[src/rtl/irq_hub_pkg.sv]
package irq_hub_pkg;
   localparam int EVW = 12;
   localparam logic [EVW-1:0] EVT_VALID = 12'h87F;
   localparam int RAW_SHIFT = 16;
   localparam int MODE_BIT = 3;
   typedef enum logic [2:0] {
      RG_STAT  = 3'd0,
      RG_ENSET = 3'd1,
      RG_ENCLR = 3'd2,
      RG_CSET  = 3'd3,
      RG_CCLR  = 3'd4
   } port_reg_e;
endpackage

[src/rtl/irq_port_regs.sv]
module irq_port_regs
   import irq_hub_pkg::*;
(
   input  logic            clk,
   input  logic            rst_n,
   input  logic            wr,
   input  logic            rd,
   input  logic [2:0]      reg_idx,
   input  logic [31:0]     wdata,
   input  logic [EVW-1:0]  evt,
   output logic [31:0]     rdata,
   output logic            irq
);
   logic [EVW-1:0] raw, en, clr_mask, evt_v, masked;
   logic [1:0]     steer;
   logic           woc;
   logic           unused_bits;

   assign unused_bits = ^{wdata[29:28], wdata[15:12]};
   assign evt_v  = evt & EVT_VALID;
   assign masked = raw & en;

   always_comb begin
      clr_mask = '0;
      if (woc && wr && reg_idx == RG_STAT)
         clr_mask = wdata[EVW-1:0] | wdata[RAW_SHIFT+EVW-1:RAW_SHIFT];
      else if (!woc && rd && reg_idx == RG_STAT)
         clr_mask = raw;
   end

   always_ff @(posedge clk) begin
      if (!rst_n) begin
         raw   <= '0;
         en    <= '0;
         steer <= '0;
         woc   <= 1'b0;
         irq   <= 1'b0;
      end else begin
         raw <= (raw & ~clr_mask) | evt_v;
         irq <= |masked;
         if (wr && reg_idx == RG_ENSET) begin
            en    <= en | (wdata[EVW-1:0] & EVT_VALID);
            steer <= wdata[31:30];
         end
         if (wr && reg_idx == RG_ENCLR) begin
            en    <= en & ~wdata[EVW-1:0];
            steer <= wdata[31:30];
         end
         if (wr && reg_idx == RG_CSET && wdata[MODE_BIT]) woc <= 1'b1;
         if (wr && reg_idx == RG_CCLR && wdata[MODE_BIT]) woc <= 1'b0;
      end
   end

   always_comb begin
      case (reg_idx)
         RG_STAT:  rdata = {4'b0, raw, 4'b0, masked};
         RG_ENSET: rdata = {steer, 18'b0, en};
         RG_CSET:  rdata = {28'b0, woc, 3'b0};
         default:  rdata = '0;
      endcase
   end

   AST_SET_WINS: assert property (@(posedge clk) disable iff (!rst_n)
      (|evt_v) |=> ((raw & $past(evt_v)) == $past(evt_v)));
   AST_IRQ_LATENCY: assert property (@(posedge clk) disable iff (!rst_n)
      $rose(irq) |-> $past(|masked));
   AST_W1C_READ_KEEPS: assert property (@(posedge clk) disable iff (!rst_n)
      (woc && rd && !wr && reg_idx == RG_STAT && evt_v == '0) |=> raw == $past(raw));
   AST_READ_CLEARS: assert property (@(posedge clk) disable iff (!rst_n)
      (!woc && rd && reg_idx == RG_STAT && evt_v == '0) |=> raw == '0);
   AST_EN_SET: assert property (@(posedge clk) disable iff (!rst_n)
      (wr && reg_idx == RG_ENSET) |=>
      ((en & $past(wdata[EVW-1:0] & EVT_VALID)) == $past(wdata[EVW-1:0] & EVT_VALID)));
endmodule

[src/rtl/irq_host_agg.sv]
module irq_host_agg #(
   parameter int NPORTS = 4
) (
   input  logic              clk,
   input  logic              rst_n,
   input  logic              wr,
   input  logic [2:0]        reg_idx,
   input  logic [31:0]       wdata,
   input  logic [NPORTS-1:0] port_irq,
   output logic [31:0]       rdata,
   output logic              host_irq
);
   logic [NPORTS-1:0] ctrl, pend;
   logic              unused_bits;

   assign unused_bits = ^{wdata[31:NPORTS], reg_idx[2:1]};
   assign pend = port_irq & ctrl;
   assign host_irq = |pend;

   always_ff @(posedge clk) begin
      if (!rst_n) ctrl <= '0;
      else if (wr && reg_idx[0]) ctrl <= wdata[NPORTS-1:0];
   end

   assign rdata = reg_idx[0] ? 32'(ctrl) : 32'(pend);

   AST_HOST_MASKED: assert property (@(posedge clk) disable iff (!rst_n)
      (ctrl == '0) |-> !host_irq);
   AST_HOST_PEND: assert property (@(posedge clk) disable iff (!rst_n)
      host_irq |-> (|port_irq));
endmodule

[src/rtl/irq_hub.sv]
module irq_hub
   import irq_hub_pkg::*;
#(
   parameter int NPORTS = 4
) (
   input  logic                  clk,
   input  logic                  rst_n,
   input  logic                  bus_wr,
   input  logic                  bus_rd,
   input  logic [5:0]            bus_addr,
   input  logic [31:0]           bus_wdata,
   output logic [31:0]           bus_rdata,
   input  logic [NPORTS*EVW-1:0] evt_in,
   output logic [NPORTS-1:0]     port_irq,
   output logic                  host_irq
);
   localparam logic HOST_SEL = 1'b1;

   generate
      if (NPORTS < 1 || NPORTS > 4) begin : g_bad
         $error("irq_hub: NPORTS must be 1..4");
      end
   endgenerate

   logic [31:0] port_rdata [NPORTS];
   logic [31:0] host_rdata;
   logic        is_host;

   assign is_host = (bus_addr[5] == HOST_SEL);

   for (genvar p = 0; p < NPORTS; p++) begin : g_port
      logic hit;
      assign hit = !is_host && (bus_addr[4:3] == 2'(p));
      irq_port_regs u_port (
         .clk     (clk),
         .rst_n   (rst_n),
         .wr      (bus_wr && hit),
         .rd      (bus_rd && hit),
         .reg_idx (bus_addr[2:0]),
         .wdata   (bus_wdata),
         .evt     (evt_in[p*EVW +: EVW]),
         .rdata   (port_rdata[p]),
         .irq     (port_irq[p])
      );
   end

   irq_host_agg #(.NPORTS(NPORTS)) u_host (
      .clk      (clk),
      .rst_n    (rst_n),
      .wr       (bus_wr && is_host),
      .reg_idx  (bus_addr[2:0]),
      .wdata    (bus_wdata),
      .port_irq (port_irq),
      .rdata    (host_rdata),
      .host_irq (host_irq)
   );

   always_comb begin
      bus_rdata = '0;
      if (is_host) bus_rdata = host_rdata;
      else
         for (int i = 0; i < NPORTS; i++)
            if (bus_addr[4:3] == 2'(i)) bus_rdata = port_rdata[i];
   end
endmodule

[config.mk]
export PLATFORM = sky130hd
export DESIGN_NAME = irq_hub
export DESIGN_NICKNAME = d
export VERILOG_FILES = /design/src/rtl/irq_hub_pkg.sv /design/src/rtl/irq_port_regs.sv /design/src/rtl/irq_host_agg.sv /design/src/rtl/irq_hub.sv
export SDC_FILE = /design/constraint.sdc
export NUM_CORES = 1
export LEC_CHECK = 0
export CAP_MARGIN = 20
export CORE_MARGIN = 3
export CORE_UTILIZATION = 56
export DETAILED_ROUTE_END_ITERATION = 12
export HOLD_SLACK_MARGIN = 0.03
export PLACE_DENSITY = 0.87
export SLEW_MARGIN = 20
export SYNTH_ARGS = -nofsm -noshare
export SYNTH_HDL_FRONTEND = slang
export SYNTH_SLANG_ARGS = --single-unit
export TNS_END_PERCENT = 100
[constraint.sdc]
create_clock -name clk -period 4 [get_ports clk]
set_input_delay 0.6 -clock clk [delete_from_list [all_inputs] [get_ports clk]]
set_output_delay 0.6 -clock clk [all_outputs]
set_load 0.005 [all_outputs]
Yosys cells after proc, flatten, opt, wreduce, memory -nomap -nowiden
Cells that the tools add are included.
Widths: inputs -> output; s select.
{"block": "op_classes", "eq_ne": 7, "muxes": 34, "n_bitwise": 28, "n_reduce_logical": 74}
{"cell": "$pmux 32 s3", "n": 4}
{"cell": "$mux 12", "n": 16}
{"cell": "$mux 32", "n": 5}
{"cell": "$and 12x12->12", "n": 12}
{"cell": "$or 12x12->12", "n": 9}
{"cell": "$not 12->12", "n": 5}
{"cell": "$logic_and 1x1->1", "n": 54}
{"cell": "$reduce_or 12->1", "n": 4}
{"cell": "$mux 2", "n": 8}
{"cell": "$reduce_bool 2->1", "n": 4}
{"cell": "$reduce_or 2->1", "n": 4}
{"cell": "$eq 3x2->1 const B", "n": 2}
{"cell": "$logic_not 1->1", "n": 5}
{"cell": "$and 4x4->4", "n": 1}
{"cell": "$eq 2x2->1 const B", "n": 2}
{"cell": "$mux 4", "n": 1}
{"cell": "$reduce_or 4->1", "n": 1}
{"cell": "$eq 3x1->1 const B", "n": 1}
{"cell": "$eq 3x3->1 const B", "n": 1}
{"cell": "$logic_not 3->1", "n": 1}
{"cell": "$eq 2x1->1 const B", "n": 1}
{"cell": "$logic_not 2->1", "n": 1}
{"cell": "$not 1->1", "n": 1}
{"block": "totals", "reg_bits": 116, "input_bits": 90, "out_inout_bits": 37, "word_cells": 164}

Longest topological paths before layout
Gate-level depths: netlist of the first run.
{"block": "depth", "depth_word": 10, "depth_mapped": 7, "ltp_nobuf": 4}

Hierarchy
From an unflattened synthesis of the first run, not the netlist that was laid out.
{"block": "hier_totals", "cells_unflattened": 998, "area_unflattened_um2": 7776.2}
{"module": "irq_port_regs", "n_inst": 4, "cells_each": 186, "area_per_inst_um2": 1442.6, "seq_area_each_um2": 560.5}
{"module": "irq_hub", "n_inst": 1, "cells_each": 199, "area_per_inst_um2": 1584.0, "seq_area_each_um2": 0.0}
{"module": "irq_host_agg", "n_inst": 1, "cells_each": 55, "area_per_inst_um2": 421.7, "seq_area_each_um2": 80.1}

Worst setup path before layout of the first run
No wires, ideal clock.
{"block": "synth_timing", "path_type": "input port to output port", "start": "input port bus_addr[0]", "end": "output port bus_rdata[21]", "arrival_ns": 1.922, "required_time_ns": 3.400, "slack_ns": 1.478, "cell_stages": 6, "path_buffers": 2, "path_cell_list": "buf_6 -> nor3_1 -> clkbuf_1 -> a21o_1 -> a22oi_1 -> nor3_1"}
{"block": "synth_via", "elab_chain_cells": 7, "elab_cells_between_ends": 12, "classes_between": "eq/ne (2); mux (9); reduce/logical (1)"}
{"element": "start: declaration", "line": "irq_hub.sv:10", "text": "input logic [5:0] bus_addr,"}
{"element": "$eq 3x2->1, or another cell as far along", "line": "irq_port_regs.sv:55", "text": "case (reg_idx)"}
{"element": "$pmux 32 s3", "line": "irq_port_regs.sv:55"}
{"element": "$mux 32 (3 in series)", "line": "irq_hub.sv:63", "text": "if (bus_addr[4:3] == 2'(i)) bus_rdata = port_rdata[i];"}
{"element": "$mux 32 *", "line": "irq_hub.sv:63"}
{"element": "$mux 32 *", "line": "irq_hub.sv:60", "text": "if (is_host) bus_rdata = host_rdata;"}
{"element": "end: declaration", "line": "irq_hub.sv:12", "text": "output logic [31:0] bus_rdata,"}
Mark *: on every way between the ends. The rest lies on a longest branch, timed or not.

Worst setup path after layout of the first run
{"block": "layout_timing", "start": "input port bus_addr[1]", "end": "output port bus_rdata[3]"}
Same word-level chain as after synthesis.

==> qor.yml, run 1 <==
run_status:
  outcome: "finished, final reports clean"
clocking:
  htree_levels: 4
  clockBufferDepth: 2
  cts.sink_count: 116
  clock_tree.root_cell: "sky130_fd_sc_hd__clkbuf_8"
  postCtsResizedCells: 0
  insertion_delay_ns: 0.53
  clkTransAtPathRegs_ns: 0.06
  cts_inserted_buffers: 17
  postCtsSetupBuffers: 0
  hold_buffer_count_at_cts: 0
  cts_tree: "built"
power_and_ir_drop:
  internal-power_mw: 2.18
  p_leak_nw: 2.86
  switching_share_pct: 26.3
  share_clk_of_total_power_pct: 47.1
  p_seq_share_pct: 42.3
  worst_ir_drop_vdd_mv: 0.306
  switchingPower_mw: 0.778
  cellPowerDensity_nw_per_um2: 387
  power.combinational.fraction_pct: 10.6
synthesis:
  synthesis.instances: 766
  synth-edff-count: 0
  yosys.area.top_type_share_pct: 38.0
  yosysTopAreaCell: "sky130_fd_sc_hd__dfxtp_1"
  synth_top_flop_cell: "sky130_fd_sc_hd__dfxtp_1"
  mappedNetlistArea_um2: 6110
  synth-seq-area-share_pct: 38.0
  async_flop_share_pct: 0
  top_post_synthesis_cells_by_area: "sky130_fd_sc_hd__dfxtp_1 (38%), sky130_fd_sc_hd__a21oi_1 (9.8%), sky130_fd_sc_hd__nand2_1 (7.1%)"
  syn-mean-instance-area_um2: 7.98
  synth_cell_type_count: 60
  yosys_warnings: 0
  synth_seq_cells: 116
timing:
  fin_crit_sh_pct: 89.6
  grt_setup_unrepaired: "no"
  max-slew-margin-rel_pct: 45.6
  tightestPinTransition_ns: 0.810
  timing_hold_violations_final: 0
  finalMaxSlewViolations: 0
  clock.fmax_mhz: 279
  setup_viol_count_final: 0
  finalWorstPathRequiredPeriod_ns: 3.58
  clock-skew-final_ns: 0.00511
  total_negative_slack_for_setup_checks_ns: 0
detailed_routing:
  drt-wirelength-per-cell_um: 22.6
  first_pass_iters: 8
  drt-total-wl_um: 22300
  antenna_left: 0
  drt-vias-per-instance: 6.76
  drc_errors: 0
  drt-initial-drc-count: 968
  routed-via-count: 6690
global_route:
  grt_first_pass_wirelength_um: 34400
  grt_use_total_pct: 35.6
  grt_max_degree: 70
  overflow: 0
  grt_antenna_before_repair: 0
  grt_pass1_vias: 6292
finish:
  insertedDiodeCount: 0
  synthToLayoutAreaGrowth_pct: 25.1
  nNetsFinal: 930
  layout.cells.most_common: "sky130_fd_sc_hd__a21oi_1"
  final_core_utilization_pct: 73.1
  layout.cells.most_common_list: "sky130_fd_sc_hd__a21oi_1 (120), sky130_fd_sc_hd__nand2_1 (116), sky130_fd_sc_hd__dfxtp_1 (116)"
  fillers: 804
  post_route_cells_drive_above_1_share_pct: 8.91
placement:
  numPortBuffers: 98
  gp_congestion: 0.998
  place_hpwl_um: 15400
critical_path:
  cpLargestDelayFamily: "buffers and inverters"
  end_kind: "output port"
  crit_arrival_ns: 2.98
  setup.worst_path.start_class: "input pin"
  timing.critical_path.slowest_stage_cell: "sky130_fd_sc_hd__clkdlybuf4s50_1"
  worst_path_most_repeated_cell: "sky130_fd_sc_hd__clkdlybuf4s50_1"
  crit_path_max_incr_delay_ns: 0.68
  cp.required_ns: 3.40
  critical_path_peak_fanout: 14
  cp_cell_sequence: "clkdlybuf4s50_1 -> nor2b_1 -> or3_1 -> o41ai_1 -> clkdlybuf4s50_1"
  crit_type: "in2out"
  critical_path.n_buffers_inverters: 2
floorplan:
  placementRows: 37
  core_um2: 10500
  top_level_ports: 127
  initial_utilization_pct: 58.4
  die-height_um: 110
  die_w_um: 110
  area_of_the_die_um2: 12200
job:
  max_cap_viol_count: 0
worst_hold_path:
  hp-class: "in2reg"
## power by group through the flow
stage,sequential (mW),clock (mW),combinational [mW]
2_1_floorplan,1.24,0,0.175
3_3_place_gp,1.27,0,0.293
3_5_place_dp,1.27,0,0.300
4_1_cts,1.24,1.38,0.305
5_1_grt,1.25,1.43,0.334
6_report,1.25,1.39,0.314
## layout make-up
class                   count  area (um2)  area share [%]
multi-input cells         578        3440            45.0
flip-flops and latches    116        2320            30.3
repair buffers            123        1170            15.2
clock buffers              22         453            5.92
well taps                 136         170            2.22
clock inverters            10        82.6            1.08
inverters                   4        15.0           0.196
## cell families (layout without fill, tap and decap cells)
kind of cell           after synthesis  after routing  share of synthesized area [%]
AO/OA/AOI/OAI                      281            281                           28.2
AND/OR/NAND/NOR                    241            241                           18.3
flip-flops                         116            116                           38.0
buffers and inverters               77            159                           6.10
multiplexers                        49             49                           9.31
other                                1              6                         0.0613
XOR/XNOR                             1              1                          0.143
## Yosys cell counts (13+ instances only)
cell                       instances
sky130_fd_sc_hd__nand2_1         116
sky130_fd_sc_hd__nor2_1           57
sky130_fd_sc_hd__a22o_1           13
sky130_fd_sc_hd__o21ai_0          35
sky130_fd_sc_hd__o21ai_1          15
sky130_fd_sc_hd__a22oi_1          15
sky130_fd_sc_hd__mux2i_1          40
sky130_fd_sc_hd__a21oi_1         120
sky130_fd_sc_hd__dfxtp_1         116
sky130_fd_sc_hd__buf_2            13
sky130_fd_sc_hd__a211oi_1         37
sky130_fd_sc_hd__clkbuf_1         35
## worst min-delay path, cell delays in order
cell and delay [ns]:
sky130_fd_sc_hd__buf_2 0.17, sky130_fd_sc_hd__nand2_1 0.09, sky130_fd_sc_hd__a21oi_1 0.03
## metal layers
layer / GRT usage [%] / vias to the layer above / part of all wire [%]
li1: - / 2935 / -
met1: 47.6 / 3064 / 38
met2: 52.9 / 585 / 43
met3: 9.75 / 106 / 14
met4: 17.7 / 0 / 4.9
met5: 0 / - / 0
## worst paths after layout
check / cells after the start / start / slack [ns] / end
worst max-delay path: 5 / bus_addr[1] / 0.42 / bus_rdata[3]
worst min-delay path: 3 / rst_n / 0.41 / g_port[1].u_port.en[8]
worst max register to register: 4 / g_port[0].u_port.woc / 2.38 / g_port[0].u_port.raw[11]
worst min register to register: 2 / g_port[1].u_port.en[7] / 0.45 / g_port[1].u_port.en[7]
## stage by stage
stage	total power, mW	hold slack, ns	setup slack, ns	cell area [um2]	instances
2_1_floorplan	1.42	0.420	1.48	6130	771
3_3_place_gp	1.56	0.431	0.502	7120	957
3_5_place_dp	1.57	0.443	0.505	7120	957
4_1_cts	2.93	0.399	0.502	7650	989
5_1_grt	3.02	0.408	0.347	7650	989
6_report	2.96	0.408	0.416	7650	989
(Power assumes the default switching activity.)
==> run 2: changes to the inputs <==
CTS_CLUSTER_DIAMETER = 150   (was unset)
HOLD_SLACK_MARGIN = unset   (was 0.03)
==> results of run 2 <==
No change in the layout: final DEF, timing and power equal those of run 1.
